$ cat config.mk
export PLATFORM = sky130hd
export DESIGN_NAME = cart_map_top
export DESIGN_NICKNAME = d
export VERILOG_FILES = /design/src/rtl/cart_map_pkg.sv /design/src/rtl/cart_speed_fsm.sv /design/src/rtl/cart_region_dec.sv /design/src/rtl/cart_offset_gen.sv /design/src/rtl/cart_map_top.sv
export SDC_FILE = /design/constraint.sdc
export NUM_CORES = 1
export LEC_CHECK = 0
export ABC_AREA = 0
export BUFFER_PORTS_ARGS = -buffer_cell sky130_fd_sc_hd__buf_4
export CELL_PAD_IN_SITES_DETAIL_PLACEMENT = 0
export CELL_PAD_IN_SITES_GLOBAL_PLACEMENT = 2
export CORE_MARGIN = 2
export CORE_UTILIZATION = 17
export DETAILED_ROUTE_END_ITERATION = 8
export PLACE_DENSITY_LB_ADDON = 0.12
export SKIP_LAST_GASP = 1
export SYNTH_ARGS = -nofsm -noshare
export SYNTH_HDL_FRONTEND = slang
export SYNTH_SLANG_ARGS = --single-unit
$ cat constraint.sdc
create_clock -name clk -period 1.93 [get_ports clk]
set_input_delay 0.193 -clock clk [delete_from_list [all_inputs] [get_ports clk]]
set_output_delay 0.193 -clock clk [all_outputs]
set_load 0.005 [all_outputs]
$ cat src/rtl/cart_map_pkg.sv
package cart_map_pkg;
    typedef enum logic {
        MAP_NARROW = 1'b0,
        MAP_WIDE   = 1'b1
    } map_mode_e;

    typedef enum logic {
        SPD_SLOW = 1'b0,
        SPD_FAST = 1'b1
    } spd_state_e;

    typedef struct packed {
        logic wram;
        logic regs;
        logic rom;
        logic sram;
    } sel_t;
endpackage

$ cat src/rtl/cart_speed_fsm.sv
module cart_speed_fsm
    import cart_map_pkg::*;
(
    input  logic clk,
    input  logic rst_n,
    input  logic load,
    input  logic wbit,
    output logic fast_en
);
    spd_state_e state_q, state_d;

    // state register
    always_ff @(posedge clk or negedge rst_n) begin
        if (!rst_n) state_q <= SPD_SLOW;
        else        state_q <= state_d;
    end

    // next state
    always_comb begin
        state_d = state_q;
        unique case (state_q)
            SPD_SLOW: if (load && wbit)  state_d = SPD_FAST;
            SPD_FAST: if (load && !wbit) state_d = SPD_SLOW;
            default:  state_d = SPD_SLOW;
        endcase
    end

    // outputs
    always_comb begin
        fast_en = 1'b0;
        unique case (state_q)
            SPD_SLOW: fast_en = 1'b0;
            SPD_FAST: fast_en = 1'b1;
            default:  fast_en = 1'b0;
        endcase
    end

    AST_SPD_LOAD: assert property (@(posedge clk) disable iff (!rst_n)
        load |=> (fast_en == $past(wbit)));
    AST_SPD_HOLD: assert property (@(posedge clk) disable iff (!rst_n)
        !load |=> $stable(fast_en));
endmodule

$ cat src/rtl/cart_region_dec.sv
module cart_region_dec
    import cart_map_pkg::*;
#(
    parameter int BANK_W = 8,
    parameter int OFF_W  = 16
) (
    input  logic [BANK_W-1:0] bank,
    input  logic [OFF_W-1:0]  off,
    input  map_mode_e         mode,
    input  logic              active,
    output sel_t              sel
);
    localparam int LB_W = BANK_W - 1;

    logic [LB_W-1:0] lb;
    logic            hi_img, sys_bank, wram_bank, upper;
    logic            sram_hit, rom_hit;

    assign lb       = bank[LB_W-1:0];
    assign hi_img   = bank[BANK_W-1];
    assign sys_bank = (lb < LB_W'(8'h40));
    assign wram_bank = (lb >= LB_W'(8'h7E)) && !hi_img;
    assign upper    = off[OFF_W-1];

    always_comb begin
        sram_hit = 1'b0;
        rom_hit  = 1'b0;
        unique case (mode)
            MAP_NARROW: begin
                sram_hit = (lb >= LB_W'(8'h70)) && (lb <= LB_W'(8'h7D)) && !upper;
                rom_hit  = upper && !wram_bank;
            end
            MAP_WIDE: begin
                sram_hit = (lb >= LB_W'(8'h20)) && (lb < LB_W'(8'h40)) &&
                           (off[OFF_W-1:OFF_W-3] == 3'b011);
                rom_hit  = (upper || !sys_bank) && !wram_bank;
            end
            default: ;
        endcase
    end

    always_comb begin
        sel = '0;
        if (active) begin
            if (wram_bank)                              sel.wram = 1'b1;
            else if (sram_hit)                          sel.sram = 1'b1;
            else if (rom_hit)                           sel.rom  = 1'b1;
            else if (sys_bank && off < OFF_W'(16'h2000)) sel.wram = 1'b1;
            else if (sys_bank)                          sel.regs = 1'b1;
        end
    end
endmodule

$ cat src/rtl/cart_offset_gen.sv
module cart_offset_gen
    import cart_map_pkg::*;
#(
    parameter int LB_W    = 7,
    parameter int OFF_W   = 16,
    parameter int RCODE_W = 4,
    parameter int SCODE_W = 3,
    parameter int SRAM_AW = 15
) (
    input  logic [LB_W-1:0]    lb,
    input  logic [OFF_W-1:0]   off,
    input  map_mode_e          mode,
    input  logic [RCODE_W-1:0] rom_code,
    input  logic [SCODE_W-1:0] sram_code,
    output logic [LB_W+OFF_W-2:0] rom_off,
    output logic [SRAM_AW-1:0] sram_off
);
    localparam int ROM_AW   = LB_W + OFF_W - 1;
    localparam int UNIT_LOG = 10;
    localparam int SC_MIN   = 1;
    localparam int SC_MAX   = SRAM_AW - UNIT_LOG;

    logic [ROM_AW-1:0]  rom_raw, rom_mask;
    logic [SRAM_AW-1:0] sram_raw, sram_mask;
    int                 sc;

    always_comb begin
        unique case (mode)
            MAP_NARROW: begin
                rom_raw  = {lb, off[OFF_W-2:0]};
                sram_raw = off[SRAM_AW-1:0];
            end
            MAP_WIDE: begin
                rom_raw  = {lb[LB_W-2:0], off};
                sram_raw = {lb[1:0], off[SRAM_AW-3:0]};
            end
            default: begin
                rom_raw  = '0;
                sram_raw = '0;
            end
        endcase
    end

    always_comb begin
        if (32'(rom_code) >= ROM_AW - UNIT_LOG) rom_mask = '1;
        else rom_mask = (ROM_AW'(1) << (32'(rom_code) + UNIT_LOG)) - ROM_AW'(1);
    end

    always_comb begin
        sc = 32'(sram_code);
        if (sc < SC_MIN) sc = SC_MIN;
        if (sc > SC_MAX) sc = SC_MAX;
        sram_mask = (SRAM_AW'(1) << (sc + UNIT_LOG)) - SRAM_AW'(1);
    end

    assign rom_off  = rom_raw & rom_mask;
    assign sram_off = sram_raw & sram_mask;
endmodule

$ cat src/rtl/cart_map_top.sv
module cart_map_top
    import cart_map_pkg::*;
#(
    parameter int          BANK_W  = 8,
    parameter int          OFF_W   = 16,
    parameter int          RCODE_W = 4,
    parameter int          SCODE_W = 3,
    parameter int          SRAM_AW = 15,
    parameter logic [15:0] SPD_REG_OFF = 16'h2A0D
) (
    input  logic                          clk,
    input  logic                          rst_n,
    input  logic [BANK_W+OFF_W-1:0]       addr,
    input  logic                          rd_n,
    input  logic                          wr_n,
    input  logic                          wdata0,
    input  logic                          map_wide,
    input  logic [RCODE_W-1:0]            rom_size,
    input  logic [SCODE_W-1:0]            sram_size,
    output logic                          wram_sel_n,
    output logic                          reg_sel_n,
    output logic                          rom_sel_n,
    output logic                          sram_sel_n,
    output logic [BANK_W+OFF_W-3:0]       rom_off,
    output logic [SRAM_AW-1:0]            sram_off,
    output logic                          fast_cyc
);
    localparam int LB_W = BANK_W - 1;

    logic [BANK_W-1:0] bank;
    logic [OFF_W-1:0]  off;
    map_mode_e         mode;
    sel_t              sel;
    logic              active, spd_load, fast_en;

    assign bank   = addr[BANK_W+OFF_W-1:OFF_W];
    assign off    = addr[OFF_W-1:0];
    assign mode   = map_wide ? MAP_WIDE : MAP_NARROW;
    assign active = !rd_n || !wr_n;
    assign spd_load = !wr_n && (bank[LB_W-1:0] < LB_W'(8'h40)) &&
                      (off == OFF_W'(SPD_REG_OFF));

    cart_region_dec #(.BANK_W(BANK_W), .OFF_W(OFF_W)) u_dec (
        .bank(bank), .off(off), .mode(mode), .active(active), .sel(sel)
    );

    cart_offset_gen #(.LB_W(LB_W), .OFF_W(OFF_W), .RCODE_W(RCODE_W),
                      .SCODE_W(SCODE_W), .SRAM_AW(SRAM_AW)) u_off (
        .lb(bank[LB_W-1:0]), .off(off), .mode(mode), .rom_code(rom_size),
        .sram_code(sram_size), .rom_off(rom_off), .sram_off(sram_off)
    );

    cart_speed_fsm u_spd (
        .clk(clk), .rst_n(rst_n), .load(spd_load), .wbit(wdata0), .fast_en(fast_en)
    );

    assign wram_sel_n = ~sel.wram;
    assign reg_sel_n  = ~sel.regs;
    assign rom_sel_n  = ~sel.rom;
    assign sram_sel_n = ~sel.sram;
    assign fast_cyc   = bank[BANK_W-1] & fast_en;

    AST_ONE_SEL: assert property (@(posedge clk) disable iff (!rst_n)
        $countones({wram_sel_n, reg_sel_n, rom_sel_n, sram_sel_n}) >= 3);
    AST_IDLE_QUIET: assert property (@(posedge clk) disable iff (!rst_n)
        (rd_n && wr_n) |-> (wram_sel_n && reg_sel_n && rom_sel_n && sram_sel_n));
    AST_WRAM_RSV: assert property (@(posedge clk) disable iff (!rst_n)
        (!rd_n && addr[23:17] == 7'b0111111) |-> !wram_sel_n);
    AST_FAST_HI: assert property (@(posedge clk) disable iff (!rst_n)
        fast_cyc |-> addr[23]);
    AST_ROM_LO_SPAN: assert property (@(posedge clk) disable iff (!rst_n)
        (!map_wide && !rom_sel_n) |-> addr[15]);
endmodule

Word level (Yosys, flattened, before mapping)
Index checks and enable logic that the tools add are counted.

storage, ports and cells
  bits in registers = 1
  input port bits = 37
  word-level logic and storage cells = 70

cells by class
  add/subtract/negate cells = 4
  order comparisons = 9
  equal/unequal tests = 2
  shift-type cells = 2
  mux-type cells = 22
  bitwise operators = 9
  reductions and logical operators = 21

operators by type and width
  cell                   count
  $pmux 22 s2            1
  $shl 1x32->15 const A  1
  $shl 1x32->22 const A  1
  $pmux 15 s2            1
  $and 22x22->22         1
  $mux 22                1
  $sub 22x2->22 const B  1
  $eq 16x14->1 const B   1
  $lt 16x14->1 const B   1
  $and 15x15->15         1
  $sub 15x2->15 const B  1
  $ge 7x7->1 const B     2
  $logic_and 1x1->1      12
  $mux 3                 4
  $mux 1                 9
  $pmux 1 s2             4
  $ge 7x6->1 const B     1
  $le 7x7->1 const B     1
  $logic_not 1->1        7
  $lt 7x7->1 const B     1
  $not 1->1              6
  $add 3x4->5 const B    1
  $add 4x4->5 const B    1
  $ge 4x4->1 const B     1
  7 further kinds        8

Logic depth before layout (Yosys ltp)
Gate-level depths: netlist of run 1.

  depth after elaboration = 10
  depth in mapped cells = 12
  depth with buffers taken out = 10

Cells and area by module
A second synthesis of run 1 with hierarchy kept.

unflattened totals
  cell total of the unflattened synthesis = 187
  area total of the unflattened synthesis = 1212.4 µm²

modules (own cells, without submodules)
  module           times used  cells each  area each (µm²)
  cart_offset_gen  1           157         982.2
  cart_region_dec  1           14          96.3
  cart_map_top     1           14          93.8
  cart_speed_fsm   1           2           40.0

Worst setup path before layout of run 1
No wires, ideal clock.

  kind = input to output
  from = input rom_size[3]
  to = output rom_off[4]
  arrival = 1.951 ns
  data required time = 1.737 ns
  setup slack = -0.214 ns
  cell stages on the path = 10
  buffers on the path = 3
  path through = buf_4 -> inv_1 -> nand2_1 -> a21oi_1 -> nand3_1 -> ha_1 -> buf_4 -> clkbuf_1 -> a31o_2 -> a221oi_1

between the ends
  longest elaborated chain between the ends = 5

RTL lines
  element           line                   text
  start, declared   cart_map_top.sv:18     input logic [RCODE_W-1:0] rom_size,
  $add 4x4->5       cart_offset_gen.sv:46  else rom_mask = (ROM_AW'(1) << (32'(rom_code) + UNIT_LOG)) - ROM_AW'(1);
  $shl 1x32->22     cart_offset_gen.sv:46
  $sub 22x2->22     cart_offset_gen.sv:46
  $mux 22 *         cart_offset_gen.sv:45  if (32'(rom_code) >= ROM_AW - UNIT_LOG) rom_mask = '1;
  $and 22x22->22 *  cart_offset_gen.sv:56  assign rom_off = rom_raw & rom_mask;
  end, declared     cart_map_top.sv:24     output logic [BANK_W+OFF_W-3:0] rom_off,

Every way passes the cells marked *; elsewhere a longest branch is shown, timed or not.

Worst setup path after layout of run 1
  from = input rom_size[1]
  to = output rom_off[16]

Same word-level chain as after synthesis.

==> flow_summary.ini, run 1 <==
[outcome]
status = finished, violations left
violations = setup timing

[detailed_routing]
dr.pass1.iters = 4
drt_wl_total_um = 5261
viasPerCell = 4.629
routedWlPerCell_um = 15.12
ant_nets = 0
via_count = 1611
initialDrtViolationCount = 66
drcViolationCount = 0

[synth]
ys.flop_type = dfrtp_1
ys_warn_count = 0
synth-simple-area-share_pct = 37.30
synth-seq-cells = 1
yosysTopAreaCell = mux2i_1
muxShareOfSynthArea_pct = 13.04
synth_top_area_share_pct = 9.977
synth_xor_area_share_pct = 1.587
synth_compound_area_share_pct = 32.77
synth.area.top_cells = mux2i_1 (10%), a21oi_1 (7.3%), and2_1 (6.8%)
synthCells = 175
syn_area_per_cell_sq_um = 6.306
synth_cell_types = 45
synth_top_family_by_area = simple AND/OR/NAND/NOR gates
async_reset_ff_share_pct = 100.0
seq_area_frac_synth_pct = 2.268
netlist_area_sq_um = 1104
synth_adder_area_share_pct = 3.401
synth-edff-count = 0

[flow_run]
cap_violations = 0

[worst_setup_path]
slowest_stage = ha_4
crit_chain = buf_6 -> ha_4 -> nor2_2 -> nand3_2 -> ha_4 -> o21ai_4 -> a31oi_4 -> o22ai_1 -> a211o_1 -> a21oi_2 -> buf_4
crit_path_end_kind = output port
reg2reg_setup_slack_ns = 1.20
max_stage_delay_ns = 0.28
rr_worst_depth = 1
start_kind = primary input
timing.critical_path.from = rom_size[1]
path_max_fanout = 8
worstPathRequired_ns = 1.74
crit_path_end = rom_off[16]
cp.arrival_ns = 1.79
critPathKind = primary input to output port
crit_top_cell = ha_4

[final_layout]
fin_util_pct = 33.10
stdcell_count = 348
diodes = 0
drive_above_1_share_pct = 51.66
ff_latch_area_sq_um = 25.02
multiInputGateArea_sq_um = 1101
nets = 313
area_delta_synth_final_pct = 89.34
design_area_sq_um = 2090
fill_cells = 722

[worst_hold_path]
holdPathStages = 2
hp-start = wdata0
hold_path_class = primary input to flop

[grt]
grt_max_degree = 19
grt_pass1_wl_um = 8273
gr-usage-all-layers_pct = 13.91
antenna_found_initial = 0
grt_pass1_vias = 1621
overflow = 0

[placed_design]
placed_cells = 340
numPortBuffers = 78
finalWeightedCongestion = 0.7653
preCtsSetupSlack_ns = -0.2801
dp_hpwl_um = 4356
dpl-instance-area_sq_um = 1936

[sta]
setup_slack_ns = -0.05344
fmax_mhz = 504.2
final-setup-viol-count = 4
fin_skew_ns = 0
finalCriticalPeriod_ns = 1.983
slew_viol_final = 0
hold_violations = 0
rsz0062_at_grt = yes
period_share_pct = 102.8

[floorplan]
dieArea_sq_um = 7152
placementRows = 29
die_w_um = 84.57
die_height_um = 84.57
ios = 79
coreArea_sq_um = 6314
start_util_pct = 17.48

[power]
p_leak_uw = 0.0009797
p_per_area_nw_per_um2 = 235.7
ir_worst_vdd_uv = 62.49
power_uw = 492.6

[clock_network]
clk_latency_ns = 0
path_clk_slew_ns = 0
==> area by class of cell <==
cell class	instances	share of cell area (%)
timing repair buffer	111	40.42
sequential	1	1.198
multi-input combinational	153	52.69
tap	77	4.611
inverter	6	1.078
==> report_power, final <==
group | switching [uW] | internal, uW | leakage (uW) | total, uW
sequential | 0.00162 | 21.4 | 0.0000140 | 21.4
combinational | 220 | 252 | 0.000966 | 471
clock | 0 | 0 | 0 | 0
==> routing by layer <==
metal / track usage, % / share of wire, %
met1: 18.32 / 45
met2: 25.05 / 49
met3: 1.377 / 5.0
met4: 1.876 / 1.2
met5: 0 / 0
==> cell usage in the layout (no fill, tap or decap), types with 3 or more instances in the layout <==
cell	synthesis	final
mux2_2	3	3
nor3_1	6	5
o21ai_0	15	11
nand2_1	16	14
a21oi_1	16	14
and2_1	12	11
nor2_1	14	12
nand3_1	6	5
inv_1	5	4
buf_4	4	106
a21boi_0	5	3
buf_6	0	3
nor2b_1	6	5
mux2i_1	11	10
==> worst max-delay path: cells and delay by family <==
family	cells	cell delay [ns]
AOI/OAI and AO/OA	5	0.76
buffers and inverters	2	0.22
adders and majority gates	2	0.49
and+or+nand+nor	2	0.13
==> synth_stat cells, drive strengths merged, types with 4 or more instances <==
library cell,instances
nor2,14
inv,6
nor2b,7
a21oi,16
nand2,16
clkbuf,8
nor3,6
nand3,6
a21boi,5
buf,8
nor4,4
mux2i,11
o21ai,16
and2,12
==> through the flow <==
step / hold slack [ns] / TNS (ns)
CTS: 0.4314 / -0.2002
floorplan: -0.1026 / 0
detailed placement: -0.03113 / -1.723
finish: 0.4306 / -0.1862
global route: 0.4395 / -0.8802
global placement: -0.03180 / -1.526
==> repair_timing <==
| action | 4_1_cts | 5_1_grt |
|---|---|---|
| hold buffers | 1 | 0 |
| hold endpoints to repair | 1 | 0 |
| gates resized for setup | 19 | 8 |
| setup buffers | 3 | 3 |
| setup endpoints to repair | 10 | 10 |
| pin swaps | 9 | 4 |
| gates cloned | 1 | 0 |
==> cell families after synthesis <==
kind of cell,count (synthesis)
multiplexers,14
buffers and inverters,22
flip-flops,1
AO/OA/AOI/OAI,56
XOR/XNOR,2
AND/OR/NAND/NOR,76
other,1
adder cells (fa/ha/maj),3
==> how the worst min path moves through the flow <==
| stage | end | slack, ns |
|---|---|---|
| finish | flop | 0.43 |
| global route | flop | 0.44 |
| CTS | flop | 0.43 |
| detailed placement | async pin | -0.03 |
| global placement | async pin | -0.03 |
| floorplan | async pin | -0.10 |
(Power assumes the default switching activity.)
==> run 2: changes to the inputs <==
--- a/config.mk
+++ b/config.mk
@@ -5,7 +5,6 @@
 export SDC_FILE = /design/constraint.sdc
 export NUM_CORES = 1
 export LEC_CHECK = 0
-export ABC_AREA = 0
 export BUFFER_PORTS_ARGS = -buffer_cell sky130_fd_sc_hd__buf_4
 export CELL_PAD_IN_SITES_DETAIL_PLACEMENT = 0
 export CELL_PAD_IN_SITES_GLOBAL_PLACEMENT = 2
@@ -13,7 +12,6 @@
 export CORE_UTILIZATION = 17
 export DETAILED_ROUTE_END_ITERATION = 8
 export PLACE_DENSITY_LB_ADDON = 0.12
-export SKIP_LAST_GASP = 1
 export SYNTH_ARGS = -nofsm -noshare
 export SYNTH_HDL_FRONTEND = slang
 export SYNTH_SLANG_ARGS = --single-unit
==> run 2 against run 1 <==
Net effect:
- via count grew 0.25%
- die area is the same
- combinational power barely moved
- setup slack better by 0.00062 ns
- the run still ends with setup timing left
- design area rose by 0.18%
- highest routed layer unchanged
==> flow_summary.ini, run 2 (synthesis results as in run 1) <==
[worst_setup_path]
slowest_stage = ha_4
critPathKind = primary input to output port
start_kind = primary input
reg2reg_setup_slack_ns = 1.20
rr_worst_depth = 1
max_stage_delay_ns = 0.28
crit_chain = buf_6 -> ha_4 -> nor2_2 -> nand3_2 -> ha_4 -> o21ai_4 -> a31oi_4 -> o22ai_1 -> a211o_1 -> a21oi_2 -> buf_4
crit_top_cell = ha_4
worstPathRequired_ns = 1.74
cp.arrival_ns = 1.79
path_max_fanout = 8
crit_path_end_kind = output port

[power]
ir_worst_vdd_uv = 62.75
power_frac_comb_pct = 95.7
p_switching_uw = 220.1
p_per_area_nw_per_um2 = 235.7
swShare_pct = 44.60
pwr-share-seq_pct = 4.3
p_leak_uw = 0.0009806
intPower_uw = 273.4
pwr-share-clk_pct = 0

[detailed_routing]
via_count = 1615
routedWlPerCell_um = 15.16
initialDrtViolationCount = 65
viasPerCell = 4.641
drcViolationCount = 0
ant_nets = 0
drt_wl_total_um = 5274
dr.pass1.iters = 4

[worst_hold_path]
holdPathStages = 2
hold_path_class = primary input to flop

[sta]
fmax_mhz = 504.3
final-setup-viol-count = 4
fin_hold_ws_ns = 0.4306
hold_violations = 0
finalCriticalPeriod_ns = 1.983
slew_viol_final = 0
rsz0062_at_grt = yes
setup_slack_ns = -0.05282
period_share_pct = 102.7
fin_skew_ns = 0

[grt]
gr-usage-met1_pct = 18.32
gr-usage-all-layers_pct = 13.91
grt_max_degree = 19
use_met2_pct = 25.05
grt_pass1_vias = 1624
overflow = 0
grt_pass1_wl_um = 8273
top_usage_layer = met2
use_met3_pct = 1.377
antenna_found_initial = 0

[final_layout]
drive_above_1_share_pct = 52.03
final_cell_mix = buf_4 (106), nand2_1 (14), a21oi_1 (14), nor2_1 (12)
diodes = 0
fin_util_pct = 33.16
layout_commonest_cell = buf_4
area_delta_synth_final_pct = 89.68
nets = 313
fill_cells = 723
design_area_sq_um = 2093

[flow_run]
cap_violations = 0

[floorplan]
start_util_pct = 17.48
die_height_um = 84.57
coreArea_sq_um = 6314
dieArea_sq_um = 7152
die_w_um = 84.57
placementRows = 29
ios = 79

[outcome]
violations = setup timing
status = finished, violations left

[placed_design]
numPortBuffers = 78
dpl-instance-area_sq_um = 1936
dp_hpwl_um = 4356
finalWeightedCongestion = 0.7653

[clock_network]
clk_latency_ns = 0
path_clk_slew_ns = 0
run 2: cell types whose count changed in the layout (fill, tap and decap cells not counted):
cell     change
o21ai_1      -1
o21ai_2      +1
run 2: worst max-delay path: cells and delay by family:
family / cells / cell delay, ns
AO/OA/AOI/OAI: 5 / 0.76
adder cells (fa/ha/maj): 2 / 0.49
buffers and inverters: 2 / 0.22
AND/OR/NAND/NOR: 2 / 0.13
run 2: layout make-up:
class                   instances  area, sq um  share of cell area, %
multi-input cells             153         1105                  52.78
repair buffers                111        844.6                  40.35
well taps                      77        96.34                  4.603
flip-flops and latches          1        25.02                  1.195
inverters                       6        22.52                  1.076
run 2: metrics by stage:
| stage | cells | setup TNS [ns] | setup slack (ns) | total power, uW |
|---|---|---|---|---|
| floorplan | 176 | 0 | 0.02081 | 223.8 |
| global placement | 340 | -1.526 | -0.2498 | 473.3 |
| detailed placement | 340 | -1.723 | -0.2801 | 468.3 |
| CTS | 345 | -0.2002 | -0.06295 | 489.2 |
| global route | 348 | -0.8775 | -0.1621 | 536.7 |
| finish | 348 | -0.1831 | -0.05282 | 493.5 |
run 2: worst paths after layout:
path                                   from          end
worst max register to register         flop         flop
max in group asynchronous             rst_n    async pin
worst max-delay path            rom_size[1]  rom_off[16]
worst min-delay path                 wdata0         flop
worst min register to register         flop         flop
min in group asynchronous             rst_n    async pin
run 2: layer usage:
metal / vias to the layer above / wire length [um]
met5: - / 0
met1: 735 / 2384
met2: 51 / 2575
li1: 825 / -
met3: 4 / 251
met4: 0 / 63
run 2: power groups by stage:
stage	Sequential (uW)	Combinational [uW]	Clock (uW)
global placement	21.4	452	0
floorplan	21.4	202	0
detailed placement	21.4	447	0
CTS	21.4	468	0
global route	21.4	515	0
finish	21.4	472	0
run 2: timing repair:
item                                    in CTS  in global routing
setup buffers                                3                  3
endpoints found under the setup margin      10                 10
pin swaps                                    9                  4
cloned                                       1                  0
resized for setup                           19                  9
hold buffers                                 1                  0
hold endpoints to repair                     1                  0
